<file path="src/rtl/sdf_fire_ctl.sv">
module sdf_fire_ctl #(
  parameter int W      = 8,
  parameter int DEPTH  = 8,
  parameter int CONS_A = 2,
  parameter int CONS_B = 1,
  parameter int PROD_Y = 3,
  parameter int DLY_A  = 1,
  parameter int DLY_B  = 0,
  parameter int DLY_Y  = 2
) (
  input  logic         clk,
  input  logic         rst_n,
  input  logic         a_push,
  input  logic [W-1:0] a_data,
  output logic         a_ready,
  input  logic         b_push,
  input  logic [W-1:0] b_data,
  output logic         b_ready,
  input  logic         y_pop,
  output logic [W-1:0] y_data,
  output logic         y_valid,
  output logic         fire,
  output logic         busy
);
  localparam int AW = $clog2(DEPTH);
  localparam int CW = AW + 1;

  logic [W-1:0]  mem_a [DEPTH];
  logic [W-1:0]  mem_b [DEPTH];
  logic [W-1:0]  mem_y [DEPTH];
  logic [AW-1:0] rd_a, wr_a, rd_b, wr_b, rd_y, wr_y;
  logic [CW-1:0] cnt_a, cnt_b, cnt_y;
  logic          acc_a, acc_b, acc_y, ok_a, ok_b, ok_y, en, fire_q;
  logic [W-1:0]  sum;

  assign a_ready = cnt_a < CW'(DEPTH);
  assign b_ready = cnt_b < CW'(DEPTH);
  assign y_valid = cnt_y != '0;
  assign y_data  = mem_y[rd_y];
  assign acc_a   = a_push & a_ready;
  assign acc_b   = b_push & b_ready;
  assign acc_y   = y_pop & y_valid;

  generate
    if (CONS_A == 0) begin : g_src_a
      assign ok_a = 1'b1;
    end else begin : g_need_a
      assign ok_a = cnt_a >= CW'(CONS_A);
    end
    if (CONS_B == 0) begin : g_src_b
      assign ok_b = 1'b1;
    end else begin : g_need_b
      assign ok_b = cnt_b >= CW'(CONS_B);
    end
  endgenerate

  assign ok_y = (CW'(DEPTH) - cnt_y) >= CW'(PROD_Y);
  assign en   = ok_a & ok_b & ok_y;
  assign busy = en;
  assign fire = fire_q;

  always_comb begin
    sum = '0;
    for (int i = 0; i < CONS_A; i++) sum = sum + mem_a[rd_a + AW'(i)];
    for (int i = 0; i < CONS_B; i++) sum = sum + mem_b[rd_b + AW'(i)];
  end

  always_ff @(posedge clk or negedge rst_n) begin
    if (!rst_n) begin
      for (int i = 0; i < DEPTH; i++) mem_a[i] <= '0;
      rd_a  <= '0;
      wr_a  <= AW'(DLY_A);
      cnt_a <= CW'(DLY_A);
    end else begin
      if (acc_a) begin
        mem_a[wr_a] <= a_data;
        wr_a <= wr_a + 1'b1;
      end
      if (en) rd_a <= rd_a + AW'(CONS_A);
      cnt_a <= cnt_a + CW'(acc_a) - (en ? CW'(CONS_A) : '0);
    end
  end

  always_ff @(posedge clk or negedge rst_n) begin
    if (!rst_n) begin
      for (int i = 0; i < DEPTH; i++) mem_b[i] <= '0;
      rd_b  <= '0;
      wr_b  <= AW'(DLY_B);
      cnt_b <= CW'(DLY_B);
    end else begin
      if (acc_b) begin
        mem_b[wr_b] <= b_data;
        wr_b <= wr_b + 1'b1;
      end
      if (en) rd_b <= rd_b + AW'(CONS_B);
      cnt_b <= cnt_b + CW'(acc_b) - (en ? CW'(CONS_B) : '0);
    end
  end

  always_ff @(posedge clk or negedge rst_n) begin
    if (!rst_n) begin
      for (int i = 0; i < DEPTH; i++) mem_y[i] <= '0;
      rd_y   <= '0;
      wr_y   <= AW'(DLY_Y);
      cnt_y  <= CW'(DLY_Y);
      fire_q <= 1'b0;
    end else begin
      if (acc_y) rd_y <= rd_y + 1'b1;
      if (en) begin
        for (int j = 0; j < PROD_Y; j++) mem_y[wr_y + AW'(j)] <= sum;
        wr_y <= wr_y + AW'(PROD_Y);
      end
      cnt_y  <= cnt_y + (en ? CW'(PROD_Y) : '0) - CW'(acc_y);
      fire_q <= en;
    end
  end
endmodule

</file>
<file path="config.mk">
export PLATFORM = sky130hd
export DESIGN_NAME = sdf_fire_ctl
export DESIGN_NICKNAME = d
export VERILOG_FILES = /design/src/rtl/sdf_fire_ctl.sv
export SDC_FILE = /design/constraint.sdc
export NUM_CORES = 1
export LEC_CHECK = 0
export ABC_AREA = 1
export BUFFER_PORTS_ARGS = -buffer_cell sky130_fd_sc_hd__buf_4
export CAP_MARGIN = 20
export CORE_UTILIZATION = 35
export CTS_BUF_LIST = sky130_fd_sc_hd__clkbuf_8 sky130_fd_sc_hd__clkbuf_16
export DETAILED_ROUTE_END_ITERATION = 7
export GPL_TIMING_DRIVEN = 0
export PLACE_DENSITY_LB_ADDON = 0.3
export SLEW_MARGIN = 5
export SYNTH_ARGS = -nofsm -noshare
export SYNTH_HDL_FRONTEND = slang
export SYNTH_SLANG_ARGS = --single-unit
</file>
<file path="constraint.sdc">
create_clock -name clk -period 3.4 [get_ports clk]
set_clock_uncertainty 0.05 [all_clocks]
set_input_delay 0.17 -clock clk [delete_from_list [all_inputs] [get_ports clk]]
set_output_delay 0.17 -clock clk [all_outputs]
set_load 0.02 [all_outputs]
</file>
# --- Yosys cells after proc, flatten, opt, wreduce, memory -nomap -nowiden ---
# Index checks and enable logic that the tools add are counted.
word_totals:
  rom_bits: 0
  ramBits: 0
  wordCells: 121
  output_inout_bits: 13
  latchBits: 0
  memories: 0
  regBits: 223
  in_bits: 21
op_classes:
  add_sub_neg: 18
  n_lt_le_gt_ge: 19
  n_shift: 0
  n_reduce_logical: 6
  div_mod_pow: 0
  eq_ne: 0
  n_bitwise: 14
  mul: 0
  muxes: 30
ops:
  columns: ["cell", "count"]
  rows:
  - ["$bwmux 64", 5]
  - ["$demux 8 s3", 5]
  - ["$mux 8", 13]
  - ["$bmux 8 s3", 4]
  - ["$ge 4x4->1 const B", 9]
  - ["$not 3->4", 9]
  - ["$lt 4x1->1 const B", 5]
  - ["$add 3x1->3 const B", 6]
  - ["$add 8x8->8", 2]
  - ["$add 3x2->3 const B", 3]
  - ["$add 4x1->4", 2]
  - ["$ge 4x2->1 const B", 2]
  - ["$lt 4x4->1 const B", 2]
  - ["$sub 4x1->4", 2]
  - ["$and 1x1->1", 5]
  - ["$logic_and 1x1->1", 5]
  - ["$add 4x2->4", 1]
  - ["$ge 4x1->1 const B", 1]
  - ["$mux 2", 2]
  - ["$reduce_bool 4->1", 1]
  - ["$sub 4x2->4", 1]
  - ["$sub 4x4->4 const A", 1]
  - ["$mux 1", 1]

# --- Longest topological paths before layout ---
logic_depth:
  depth_word: 10
  mapped_depth: 17
  ltp_nobuf: 16

# --- Worst setup path before layout ---
# No wires, ideal clock.
synth_timing:
  kind: "register to register"
  from: "register rd_a[1]"
  to: "register mem_y[12] in the netlist's numbering"
  path_buffers: 3
  arrival_time_ns: 2.853
  setup_time_ns: 0.142
  stages_incl_launch_ff: 13
  t_required_ns: 3.208
  slack_ns: 0.355
  period_less_slack_ns: 3.045
  cell_sequence: "dfrtp_1 -> buf_2 -> inv_1 -> buf_2 -> clkbuf_1 -> nor2_1 -> o22ai_1 -> fa_1 -> ha_1 -> a21oi_1 -> nand2_1 -> xnor2_1 -> o21ai_1"
synth_via:
  elab_chain_len: 10
  elab_cells_between_ends: 14
  cone_classes: "add/sub (3); mux (9); bitwise (2)"
synth_rtl:
  columns: ["item", "line", "text"]
  rows:
  - ["from (decl)", "31", "logic [AW-1:0] rd_a, wr_a, rd_b, wr_b, rd_y, wr_y;"]
  - ["from (signal assigned)", "79", "if (en) rd_a <= rd_a + AW'(CONS_A);"]
  - ["$add 3x1->3", "64", "for (int i = 0; i < CONS_A; i++) sum = sum + mem_a[rd_a + AW'(i)];"]
  - ["$not 3->4 (implied by the code)", "64", null]
  - ["$bmux 8 s3", "64", null]
  - ["$mux 8 (implied by the code) (2 in a row)", "64", null]
  - ["$add 8x8->8 (*)", "64", null]
  - ["$add 8x8->8 (*)", "65", "for (int i = 0; i < CONS_B; i++) sum = sum + mem_b[rd_b + AW'(i)];"]
  - ["$bwmux 64 (2 in a row)", "110", "for (int j = 0; j < PROD_Y; j++) mem_y[wr_y + AW'(j)] <= sum;"]
  - ["$bwmux 64 (*)", "110", null]
  - ["to (decl)", "30", "logic [W-1:0] mem_y [DEPTH];"]
# Every way passes the cells marked *; elsewhere a longest branch is shown, timed or not. The select of a mux whose other input is x is not followed.
# A chain may end at the register's enable or synchronous reset.

# --- Worst setup path in the final report ---
layout_timing:
  from: "register rd_b[0]"
  to: "register mem_y[37] in the netlist's numbering"
layout_via:
  elab_chain_len: 8
layout_rtl:
  columns: ["item", "line", "text"]
  rows:
  - ["from (decl)", "31", null]
  - ["from (signal assigned)", "95", "if (en) rd_b <= rd_b + AW'(CONS_B);"]
  - ["$not 3->4 (implied by the code) (*)", "65", null]
  - ["$bmux 8 s3 (*)", "65", null]
  - ["$mux 8 (implied by the code) (*) (2 in a row)", "65", null]
  - ["$add 8x8->8 (*)", "65", null]
  - ["$bwmux 64 (2 in a row)", "110", null]
  - ["$bwmux 64 (*)", "110", null]
# Marks and branches as above.

==> results.md <==
- Status: finished, final reports clean
- Initial antenna violation count: 0
- IO Port Bufs: 33
- Unique masters post-synth: 37
- First-pass GRT wire length: 44.97 mm
- Clock root cell: clkbuf_16
- Top-level port count: 34
- Vias in the first global route: 8550
- Clock Pin Slew Worst Setup and Hold Paths: 0.06 ns
- Inserted Clock Buffers: 26
- Worst-Skew Late Latency: 0.55 ns
- Final slew viol count: 0
- FF-to-FF path depth: 15
- Layout cells sized above 1: 0.1453
- TritonCTS clock tree: built
- Initial DRT Pass Iterations: 6
- Worst min path class: in -> async
- Detailed-route DRC error count: 0
- Crit path to: mem_y[37]$_DFFE_PN0P_
- Max_slew headroom: 0.5719
- Design Area, Final: 0.01294 mm²
- Post-Syn Area: 0.01080 mm²
- Via density: 4.935
- Diode count: 0
- Reg2reg end: mem_y[37]$_DFFE_PN0P_
- Cells after synthesis: 1263
- #FFs+latches synth: 222
- Die area: 0.03156 mm²
- Die width: 177.7 µm
- Core Area: 0.03003 mm²
- Grt total ovfl: 0
- # setup viols final: 0
- Initial DRC count: 596
- Pin count of the biggest net entering global routing: 113
- Hold Fails Final Rpt: 0
- Syn. warnings: 0
- Antenna-violating nets left: 0
- Row count: 63
- Max-cap viol count: 0
- Final hold slack: 0.01904 ns
- Syn avg cell area: 8.550 µm²
- Unrepaired setup endpoints after global routing: no
- DR WL/cell: 15.52 µm
- P&R area growth vs syn: 19.84%
- Chip height: 177.7 µm
- Tmin final: 3.209 ns
- GRT Overall Usage: 0.1788
- Worst Setup SP: rd_b[0]$_DFFE_PN0P_
- Critical path startpoint category: flip-flop
- H-tree levels: 1
- Final Cycle Share: 0.9440
- Worst Setup End Kind: flip-flop
- Register-to-register setup slack: 0.19 ns
- Worst slew pin tran: 0.6386 ns
- Clock buffer depth: 3
- CP Class: reg -> reg
- GPL Wtd Cong: 0.8016
- Num Clock Sinks: 222
- Post-DP Area: 0.01160 mm²
- Dpl hpwl: 18.92 mm
- Critical path data arrival time: 3.60 ns
- Drt total wl: 27.31 mm
- Req. time, crit path: 3.79 ns
- RR Startpoint: rd_b[0]$_DFFE_PN0P_
- Nets: 1410
- Synth Net Count: 1323
- Via Count: 8685
- Sequential share of the synthesized area: 0.5149
- Fmax: 0.3116 GHz
- Starting Density: 0.3596
- Worst-path fanout max: 10
synthesized netlist by cell type (all sizes together):
cell,number,area (µm²)
nand2,289,1107
o21ai,235,1217
dfrtp,218,5455
nor2,143,585.6
inv,113,424.2
a21oi,48,240.2
nand3,40,205.2
clkbuf,29,110.1
ha,29,362.9
o22ai,25,156.4
buf,23,162.7
a31oi,14,87.58
xor2,12,105.1
fa,10,200.2
nor3,9,105.1
xnor2,9,78.83
o211ai,8,60.06
dfstp,4,105.1
clkinv,2,7.510
a32o,1,10.01
nand4,1,6.260
or2,1,6.260
worst max-delay path, stage by stage (launching register included):
cell and delay, ns:
dfrtp_2 0.44, buf_6 0.15, clkbuf_4 0.20, a21oi_1 0.16, o21ai_0 0.10, nand3_1 0.09
o21ai_2 0.10, fa_1 0.49, inv_1 0.05, ha_2 0.20, fa_2 0.37, nand2_1 0.08
nand3_1 0.11, xor2_2 0.25, inv_2 0.15, o21ai_2 0.16
stage by stage:
step           setup slack, ns  setup TNS [ns]  cells    util
3_3_place_gp           -0.5618          -18.88   1686  0.3841
4_1_cts               0.002241               0   1758  0.4267
2_1_floorplan           0.3551               0   1263       -
3_5_place_dp           -0.5874          -19.53   1688  0.3862
6_report                0.1905               0   1760  0.4309
5_1_grt               0.006799               0   1760  0.4309
cell families after synthesis:
logic type               after synthesis  synth area share
XOR/XNOR                              21           0.01703
adder cells (fa/ha/maj)               39           0.05214
flip-flops                           222            0.5149
AO/OA/AOI/OAI                        331            0.1641
buffers and inverters                167           0.06523
AND/OR/NAND/NOR                      483            0.1867
metal layers:
metal  track usage  vias to the layer above  share of wire
met5             0                        -              0
met1        0.2557                     4161           0.48
met3       0.02506                       42          0.042
met2        0.2816                      170           0.46
met4       0.04986                        0          0.023
li1              -                     4312              -
placed cells by master, fill, tap and decap left out, types with 3 or more instances in the layout:
cell           netlist  final
nand2_1            282    282
dfrtp_1            218    216
o21ai_0            191    186
nor2_1             133    133
inv_1               97    100
a21oi_1             48     46
buf_4                3     40
nand3_1             39     38
o21ai_1             33     37
clkbuf_16            0     26
ha_1                29     24
inv_2               16     20
dlygate4sd3_1        0     20
o22ai_1             25     18
clkbuf_1            28     17
a31oi_1             14     13
o21ai_2             11     12
buf_6                7     10
xor2_1              12     10
buf_2               10      9
clkbuf_2             1      8
o211ai_1             8      8
xnor2_1              9      8
fa_1                10      8
clkbuf_8             0      8
o22ai_2              0      7
nor2_2               7      7
nand2_2              6      6
nor3_4               4      4
ha_4                 0      4
dfstp_2              4      4
nor3_2               3      3
clkinv_2             0      3
sequential cells by signal, summed over array words and instances, names as in the netlist, 4 cells and up:
name	cells
mem_a	64
mem_b	64
cnt_b	4
cnt_a	4
mem_y	64
cnt_y	4
final cells by class:
cell class,count,area [µm²]
Fill cell,2990,17090
Tap cell,390,488.0
Inverter,115,439.2
Buffer,52,317.8
Clock buffer,34,760.7
Sequential cell,222,5563
Timing Repair Buffer,59,565.5
Multi-Input combinational cell,874,4707
Clock inverter,14,100.1
worst min path at each step:
stage	depth (start not counted)	from	slack [ns]	endpoint
finish	2	rst_n	0.02	rd_y[0]$_DFFE_PN0P_
global route	2	rst_n	0.03	rd_y[0]$_DFFE_PN0P_
CTS	2	rst_n	0.01	rd_y[0]$_DFFE_PN0P_
detailed placement	1	rst_n	-0.03	rd_y[0]$_DFFE_PN0P_
global placement	3	a_data[1]	0.34	mem_a[17]$_DFFE_PN0P_
floorplan	0	rst_n	-0.18	cnt_a[1]$_DFF_PN0_
timing repair:
action / 4_1_cts / 5_1_grt
setup endpoints to repair: 48 / 46
pin swaps: 2 / 7
setup buffers: 2 / 2
gates resized for setup: 31 / 41
hold buffers: 20 / 0
hold endpoints to repair: 234 / 0
cloned: 0 / 0
Power is not shown: default switching activity piles up to over one toggle a cycle in this logic, so the estimate is an artifact.
